File: src/rtl/pcmem_decoder_pkg.sv
package pcmem_decoder_pkg;
  localparam int BYTE_W    = 8;
  localparam int LANES     = 4;
  localparam int LANE_IDX_W = $clog2(LANES);

  localparam logic [1:0] ATTR_ROM    = 2'd0;
  localparam logic [1:0] ATTR_SHADOW = 2'd1;

  typedef struct packed {
    logic                  load;
    logic                  step;
    logic                  last;
    logic [LANE_IDX_W-1:0] byteIdx;
  } ctrlStrb_t;
endpackage

File: src/rtl/pcmem_decoder_ctrl.sv
module pcmem_decoder_ctrl
  import pcmem_decoder_pkg::*;
(
  input  logic                  clk,
  input  logic                  rstN,
  input  logic                  reqValid,
  input  logic [LANE_IDX_W-1:0] reqLenM1,
  output logic                  reqReady,
  output logic                  rspDone,
  output ctrlStrb_t             strb
);
  typedef enum logic {ST_IDLE, ST_BUSY} state_t;

  state_t                state;
  logic [LANE_IDX_W-1:0] byteCnt;
  logic [LANE_IDX_W-1:0] lenM1;

  always_comb begin
    reqReady     = (state == ST_IDLE);
    strb.load    = reqValid && reqReady;
    strb.step    = (state == ST_BUSY);
    strb.last    = (state == ST_BUSY) && (byteCnt == lenM1);
    strb.byteIdx = byteCnt;
  end

  always_ff @(posedge clk) begin
    if (!rstN) begin
      state   <= ST_IDLE;
      byteCnt <= '0;
      lenM1   <= '0;
      rspDone <= 1'b0;
    end else begin
      rspDone <= strb.last;
      case (state)
        ST_IDLE: if (strb.load) begin
          state   <= ST_BUSY;
          byteCnt <= '0;
          lenM1   <= reqLenM1;
        end
        ST_BUSY: begin
          if (strb.last) state <= ST_IDLE;
          else           byteCnt <= byteCnt + 1'b1;
        end
        default: state <= ST_IDLE;
      endcase
    end
  end
endmodule

File: src/rtl/pcmem_decoder_attr.sv
module pcmem_decoder_attr #(
  parameter int SEG_COUNT = 16,
  localparam int SEG_W    = $clog2(SEG_COUNT)
) (
  input  logic             clk,
  input  logic             rstN,
  input  logic             attrWe,
  input  logic [SEG_W-1:0] attrSeg,
  input  logic [1:0]       attrRdIn,
  input  logic [1:0]       attrWrIn,
  input  logic [SEG_W-1:0] lookupSeg,
  output logic [1:0]       rdAttr,
  output logic [1:0]       wrAttr
);
  logic [SEG_COUNT-1:0][1:0] rdTab;
  logic [SEG_COUNT-1:0][1:0] wrTab;

  always_ff @(posedge clk) begin
    if (!rstN) begin
      rdTab <= '0;
      wrTab <= '0;
    end else if (attrWe) begin
      rdTab[attrSeg] <= attrRdIn;
      wrTab[attrSeg] <= attrWrIn;
    end
  end

  assign rdAttr = rdTab[lookupSeg];
  assign wrAttr = wrTab[lookupSeg];
endmodule

File: src/rtl/pcmem_decoder_dp.sv
module pcmem_decoder_dp
  import pcmem_decoder_pkg::*;
#(
  parameter int              ADDR_W      = 32,
  parameter longint unsigned RAM_BYTES   = 64'h0020_0000,
  parameter longint unsigned WIN_LO      = 64'h000C_0000,
  parameter longint unsigned WIN_HI      = 64'h000F_FFFF,
  parameter longint unsigned HI_ROM_BASE = 64'hFFFE_0000,
  parameter int              ROM_AW      = 18,
  parameter int              SEG_BYTES   = 16384,
  parameter int              A20_BIT     = 20,
  localparam int             SEG_COUNT   = int'((WIN_HI - WIN_LO + 1) / SEG_BYTES),
  localparam int             SEG_W       = $clog2(SEG_COUNT),
  localparam int             DATA_W      = LANES * BYTE_W
) (
  input  logic                clk,
  input  logic                rstN,
  input  ctrlStrb_t           strb,
  input  logic                a20Enable,
  input  logic                attrEnable,
  input  logic [ADDR_W-1:0]   reqAddr,
  input  logic                reqWrite,
  input  logic [DATA_W-1:0]   reqWData,
  output logic [SEG_W-1:0]    lookupSeg,
  input  logic [1:0]          rdAttr,
  input  logic [1:0]          wrAttr,
  output logic [DATA_W-1:0]   rspData,
  output logic                rspError,
  output logic                ramEn,
  output logic                ramWe,
  output logic [ADDR_W-1:0]   ramAddr,
  output logic [BYTE_W-1:0]   ramWData,
  input  logic [BYTE_W-1:0]   ramRData,
  output logic                romEn,
  output logic [ROM_AW-1:0]   romAddr,
  input  logic [BYTE_W-1:0]   romRData
);
  localparam int SEG_SHIFT = $clog2(SEG_BYTES);
  localparam logic [ADDR_W:0]   RAM_LIMIT = (ADDR_W+1)'(RAM_BYTES);
  localparam logic [ADDR_W-1:0] WIN_LO_A  = ADDR_W'(WIN_LO);
  localparam logic [ADDR_W-1:0] WIN_HI_A  = ADDR_W'(WIN_HI);
  localparam logic [ADDR_W-1:0] HI_ROM_A  = ADDR_W'(HI_ROM_BASE);

  logic [ADDR_W-1:0] baseAddr, gatedAddr, curAddr, segOff;
  logic [DATA_W-1:0] wData, dataReg;
  logic              isWrite, errReg;
  logic              inRam, inWin, inHiRom, byteErr;
  logic [BYTE_W-1:0] rdByte, wByte;

  // A20 gate applied once, at acceptance
  always_comb begin
    gatedAddr          = reqAddr;
    gatedAddr[A20_BIT] = reqAddr[A20_BIT] & a20Enable;
  end

  assign curAddr   = baseAddr + ADDR_W'(strb.byteIdx);
  assign segOff    = curAddr - WIN_LO_A;
  assign lookupSeg = SEG_W'(segOff >> SEG_SHIFT);
  assign inRam     = {1'b0, curAddr} < RAM_LIMIT;
  assign inWin     = (curAddr >= WIN_LO_A) && (curAddr <= WIN_HI_A);
  assign inHiRom   = curAddr >= HI_ROM_A;
  assign wByte     = wData[{strb.byteIdx, 3'b000} +: BYTE_W];

  assign ramAddr  = curAddr;
  assign ramWData = wByte;
  assign romAddr  = curAddr[ROM_AW-1:0];

  // per-byte routing
  always_comb begin
    ramEn   = 1'b0;
    ramWe   = 1'b0;
    romEn   = 1'b0;
    byteErr = 1'b0;
    rdByte  = '1;
    if (strb.step) begin
      if (!inRam) begin
        if (!isWrite && inHiRom) begin
          romEn  = 1'b1;
          rdByte = romRData;
        end
      end else if (inWin) begin
        if (isWrite) begin
          if (attrEnable) begin
            if (wrAttr == ATTR_SHADOW) begin
              ramEn = 1'b1;
              ramWe = 1'b1;
            end else if (wrAttr != ATTR_ROM) begin
              byteErr = 1'b1;
            end
          end
        end else if (!attrEnable || rdAttr == ATTR_ROM) begin
          romEn  = 1'b1;
          rdByte = romRData;
        end else if (rdAttr == ATTR_SHADOW) begin
          ramEn  = 1'b1;
          rdByte = ramRData;
        end else begin
          byteErr = 1'b1;
        end
      end else begin
        ramEn  = 1'b1;
        ramWe  = isWrite;
        rdByte = ramRData;
      end
    end
  end

  always_ff @(posedge clk) begin
    if (!rstN) begin
      baseAddr <= '0;
      wData    <= '0;
      isWrite  <= 1'b0;
      dataReg  <= '0;
      errReg   <= 1'b0;
    end else if (strb.load) begin
      baseAddr <= gatedAddr;
      wData    <= reqWData;
      isWrite  <= reqWrite;
      dataReg  <= '0;
      errReg   <= 1'b0;
    end else if (strb.step) begin
      if (!isWrite) dataReg[{strb.byteIdx, 3'b000} +: BYTE_W] <= rdByte;
      if (byteErr) errReg <= 1'b1;
    end
  end

  assign rspData  = dataReg;
  assign rspError = errReg;
endmodule

File: src/rtl/pcmem_decoder.sv
module pcmem_decoder
  import pcmem_decoder_pkg::*;
#(
  parameter int              ADDR_W      = 32,
  parameter longint unsigned RAM_BYTES   = 64'h0020_0000,
  parameter longint unsigned WIN_LO      = 64'h000C_0000,
  parameter longint unsigned WIN_HI      = 64'h000F_FFFF,
  parameter longint unsigned HI_ROM_BASE = 64'hFFFE_0000,
  parameter int              ROM_AW      = 18,
  parameter int              SEG_BYTES   = 16384,
  parameter int              A20_BIT     = 20,
  localparam int             SEG_COUNT   = int'((WIN_HI - WIN_LO + 1) / SEG_BYTES),
  localparam int             SEG_W       = $clog2(SEG_COUNT),
  localparam int             DATA_W      = LANES * BYTE_W
) (
  input  logic                  clk,
  input  logic                  rstN,
  input  logic                  a20Enable,
  input  logic                  attrEnable,
  input  logic                  attrWe,
  input  logic [SEG_W-1:0]      attrSeg,
  input  logic [1:0]            attrRdIn,
  input  logic [1:0]            attrWrIn,
  input  logic                  reqValid,
  output logic                  reqReady,
  input  logic [ADDR_W-1:0]     reqAddr,
  input  logic [LANE_IDX_W-1:0] reqLenM1,
  input  logic                  reqWrite,
  input  logic [DATA_W-1:0]     reqWData,
  output logic                  rspDone,
  output logic [DATA_W-1:0]     rspData,
  output logic                  rspError,
  output logic                  ramEn,
  output logic                  ramWe,
  output logic [ADDR_W-1:0]     ramAddr,
  output logic [BYTE_W-1:0]     ramWData,
  input  logic [BYTE_W-1:0]     ramRData,
  output logic                  romEn,
  output logic [ROM_AW-1:0]     romAddr,
  input  logic [BYTE_W-1:0]     romRData
);
  ctrlStrb_t        strb;
  logic [SEG_W-1:0] lookupSeg;
  logic [1:0]       rdAttr, wrAttr;

  pcmem_decoder_ctrl u_ctrl (
    .clk(clk), .rstN(rstN), .reqValid(reqValid), .reqLenM1(reqLenM1),
    .reqReady(reqReady), .rspDone(rspDone), .strb(strb)
  );

  pcmem_decoder_attr #(.SEG_COUNT(SEG_COUNT)) u_attr (
    .clk(clk), .rstN(rstN), .attrWe(attrWe), .attrSeg(attrSeg),
    .attrRdIn(attrRdIn), .attrWrIn(attrWrIn), .lookupSeg(lookupSeg),
    .rdAttr(rdAttr), .wrAttr(wrAttr)
  );

  pcmem_decoder_dp #(
    .ADDR_W(ADDR_W), .RAM_BYTES(RAM_BYTES), .WIN_LO(WIN_LO), .WIN_HI(WIN_HI),
    .HI_ROM_BASE(HI_ROM_BASE), .ROM_AW(ROM_AW), .SEG_BYTES(SEG_BYTES), .A20_BIT(A20_BIT)
  ) u_dp (
    .clk(clk), .rstN(rstN), .strb(strb), .a20Enable(a20Enable), .attrEnable(attrEnable),
    .reqAddr(reqAddr), .reqWrite(reqWrite), .reqWData(reqWData),
    .lookupSeg(lookupSeg), .rdAttr(rdAttr), .wrAttr(wrAttr),
    .rspData(rspData), .rspError(rspError),
    .ramEn(ramEn), .ramWe(ramWe), .ramAddr(ramAddr), .ramWData(ramWData), .ramRData(ramRData),
    .romEn(romEn), .romAddr(romAddr), .romRData(romRData)
  );
endmodule

File: config.mk
export PLATFORM = sky130hd
export DESIGN_NAME = pcmem_decoder
export DESIGN_NICKNAME = d
export VERILOG_FILES = /design/src/rtl/pcmem_decoder_pkg.sv /design/src/rtl/pcmem_decoder_ctrl.sv /design/src/rtl/pcmem_decoder_attr.sv /design/src/rtl/pcmem_decoder_dp.sv /design/src/rtl/pcmem_decoder.sv
export SDC_FILE = /design/constraint.sdc
export NUM_CORES = 1
export LEC_CHECK = 0
export CORE_AREA = 3 3 126 140
export DETAILED_ROUTE_END_ITERATION = 8
export DIE_AREA = 0 0 129 143
export GPL_TIMING_DRIVEN = 0
export PLACE_DENSITY_LB_ADDON = 0.12
export SETUP_SLACK_MARGIN = 0.02
export SLEW_MARGIN = 10
export SYNTH_ARGS = -nofsm -noshare
export SYNTH_HDL_FRONTEND = slang
export SYNTH_SLANG_ARGS = --single-unit
File: constraint.sdc
create_clock -name clk -period 12.8 [get_ports clk]
set_input_delay 1.28 -clock clk [delete_from_list [all_inputs] [get_ports clk]]
set_output_delay 1.28 -clock clk [all_outputs]
set_load 0.005 [all_outputs]
==> flow_metrics.env <==
export IMPL_final_nets=1389
export IMPL_power_frac_seq_pct=44.3
export IMPL_syn_area_um2=9030
export IMPL_clk_pin_slew_worst_paths_ns=0.07
export IMPL_critPathLaunchType="flop"
export IMPL_grt_usage_pct=29.8
export IMPL_max_cap_viol_count=0
export IMPL_coreArea_um2=16300
export IMPL_rsz0062_at_grt="no"
export IMPL_overflow=0
export IMPL_swShare_pct=26.9
export IMPL_post_place_ws_ns=6.16
export IMPL_wire_per_inst_um=18.5
export IMPL_p_per_area_nw_per_um2=106
export IMPL_cp_common_cell="clkbuf_1"
export IMPL_hpwl_um=21200
export IMPL_worstMarginPinSlew_ns=1.08
export IMPL_synth_top_cell_area_share_pct=37.3
export IMPL_post_cts_buffers=0
export IMPL_dr_pass1_iters=6
export IMPL_fmax_mhz=139
export IMPL_drt_wl_total_um=27800
export IMPL_hold_viol=0
export IMPL_grt_pass1_vias=8041
export IMPL_max_slew_margin_pct=27.4
export IMPL_pwr_share_clk_pct=41.5
export IMPL_root_buffer="clkbuf_16"
export IMPL_internal_power_w=0.000914
export IMPL_drt_initial_drc_count=694
export IMPL_grt_max_degree=17
export IMPL_numPortBuffers=192
export IMPL_place_inst=1470
export IMPL_vdd_drop_max_mv=0.103
export IMPL_netlist_top_cells_area="dfxtp_1 (37%), nand2_1 (9.0%), mux2i_1 (7.3%), a21boi_0 (6.5%), nor2b_1 (4.2%)"
export IMPL_p_sw_w=0.000337
export IMPL_synth_edf_count=0
export IMPL_cp_end_kind="output pin"
export IMPL_ant_nets=0
export IMPL_clockBufferDepth=2
export IMPL_fin_ws_ns=5.62
export IMPL_post_route_period_util_pct=56.1
export IMPL_final_cell_mix="nand2_1 (216), clkdlybuf4s50_1 (192), dfxtp_1 (168)"
export IMPL_drive_gt1_share_pct=6.93
export IMPL_crit_buf_inv=6
export IMPL_cp_max_fo=10
export IMPL_vias_per_cell=5.77
export IMPL_start_util_pct=55.4
export IMPL_final_cell_area_um2=11800
export IMPL_setup_violations=0
export IMPL_area_delta_synth_final_pct=30.7
export IMPL_pwr_share_comb_pct=14.2
export IMPL_synth_flop_cell="dfxtp_1"
export IMPL_clock_latency_ns=0.44
export IMPL_antenna_found_initial=0
export IMPL_leakage_nw=4.19
export IMPL_crit_chain="clkbuf_1 > inv_1 > fa_1 > nand3b_1 > or2_2 > clkbuf_1 > clkbuf_1 > o31a_1 > nor2_1 > inv_1 > or3_1 > a41oi_4 > a21boi_0 > clkdlybuf4s50_1"
export IMPL_htree_levels=4
export IMPL_tns_ns=0
export IMPL_final_common_cell="nand2_1"
export IMPL_hp_class="reg2reg"
export IMPL_die_area_um2=18400
export IMPL_fin_worst_skew_ns=0.00767
export IMPL_n_antenna_cell=0
export IMPL_ys_ff_latch=168
export IMPL_min_period_ns=7.18
export IMPL_required_ns=11.52
export IMPL_crit_type="reg2out"
export IMPL_fill_cells=1275
export IMPL_postSynth_asyncResetShare_pct=0
export IMPL_cts_repair_resized=0
export IMPL_dpl_cell_area_um2=11200
export IMPL_place_congestion=0.924
export IMPL_clock_sinks=168
export IMPL_drc=0
export IMPL_cpPeakStageDelay_ns=0.56
export IMPL_synth_top_cell_by_area="dfxtp_1"
export IMPL_synth_area_per_cell_um2=8.41
export IMPL_die_w_um=129
export IMPL_synth_cells=1074
export IMPL_ys_seq_area_share_pct=37.3
export IMPL_io_pins=193
export IMPL_final_max_slew_viol_count=0
export IMPL_die_h_um=143
export IMPL_outcome="finished clean"
export IMPL_cts_hold_buffers_added=0
export IMPL_cp_arrival_ns=5.90
export IMPL_via_count=8664
export IMPL_ys_warn_count=0
export IMPL_cts_buffers=17
export IMPL_critPathSlowestCell="fa_1"
export IMPL_synth_distinct_cells=66
export IMPL_fin_hold_ws_ns=0.453
export IMPL_cp_top_family="buffers and inverters"
export IMPL_final_cells=1502
export IMPL_rows=49
export IMPL_grt_pass1_wl_um=43200
export IMPL_synthesis_nets=1178
export IMPL_cts_tree="yes"
## metrics by stage
stage	total power (W)	utilization, %
finish	0.00125	72.3
global placement	0.000740	68.7
floorplan	0.000650	-
detailed placement	0.000742	68.7
global route	0.00129	72.3
CTS	0.00125	72.3
## layer usage
layer | GRT usage [%] | vias up | routed length, um
met5 | 0 | - | 0
met4 | 10.7 | 0 | 788
met3 | 4.94 | 58 | 1790
met2 | 51.3 | 335 | 13700
met1 | 37.8 | 4097 | 11500
li1 | - | 4174 | -
## area by class of cell
class	count	area [um2]	share of cell area [%]
Clock inverter	13	139	1.18
Clock buffer	19	453	3.84
Tap cell	204	255	2.16
Inverter	22	82.6	0.700
Timing Repair Buffer	192	1920	16.3
Multi-Input combinational cell	790	5150	43.6
Sequential cell	168	3360	28.5
Buffer	94	434	3.68
## cells in the mapped netlist, types with 5 or more instances
library cell  count
a211oi_1          7
a21boi_0         78
a21oi_1          12
a22oi_1           7
a311oi_1         11
and3_1            9
buf_1             6
buf_4            18
clkbuf_1         64
dfxtp_1         168
ha_1              6
inv_1            22
mux2i_1          66
mux4_2           10
nand2_1         216
nand2b_1         27
nand3_1          29
nand3b_1          6
nand4_1          15
nor2_1           28
nor2b_1          60
nor3_1           16
nor4_1           10
o211a_1           5
o211ai_1          5
o21ai_0          25
o21ai_1          17
o31ai_1          19
or2_2             7
or3_1            11
or4_1            10
xnor2_1          19
xor2_1            9
## registers in the layout, indices dropped and copies added (netlist names)
signal,count
u_ctrl.byteCnt,2
u_dp.wData,32
u_attr.rdTab,32
u_dp.rspError,1
u_dp.rspData,32
u_dp.isWrite,1
u_dp.baseAddr,32
u_ctrl.rspDone,1
u_ctrl.state,1
u_attr.wrTab,32
u_ctrl.lenM1,2
## kinds of logic after synthesis
logic type / share of synthesized area, %
AOI/OAI and AO/OA: 17.3
buffers and inverters: 5.72
DFF: 37.3
adders and majority gates: 1.05
muxes: 9.81
and+or+nand+nor: 26.2
xor gates and xnor gates: 2.72
## power by group through the flow
stage / Combinational, W / Clock [W] / Sequential, W
after detailed placement: 0.000177 / 0 / 0.000565
after floorplan: 0.0000893 / 0 / 0.000561
after CTS: 0.000178 / 0.000519 / 0.000553
after global routing: 0.000193 / 0.000540 / 0.000556
after global placement: 0.000175 / 0 / 0.000565
final: 0.000178 / 0.000519 / 0.000554
## worst reg2reg max path, stage by stage, from the launching register on
cell and delay [ns]:
dfxtp_1 0.43, clkbuf_1 0.46, inv_1 0.20, fa_1 0.56
nand3b_1 0.28, or2_2 0.33, clkbuf_1 0.16, clkbuf_1 0.29
or4_1 0.49, nand4_1 0.11, a311oi_1 0.06, nor4_2 0.61
o2111ai_1 0.50, a21oi_1 0.60, o31ai_1 0.14
## path summary, 6_finish.rpt
check	cells after the start	startpoint	to	slack [ns]
setup / recovery	14	u_ctrl.byteCnt[1]	ramEn	5.62
hold / removal	2	u_dp.rspData[1]	u_dp.rspData[1]	0.45
setup reg to reg	14	u_ctrl.byteCnt[1]	u_dp.rspData[12]	7.47
hold reg to reg	2	u_dp.rspData[1]	u_dp.rspData[1]	0.45
Power figures use the tool's default switching activity.
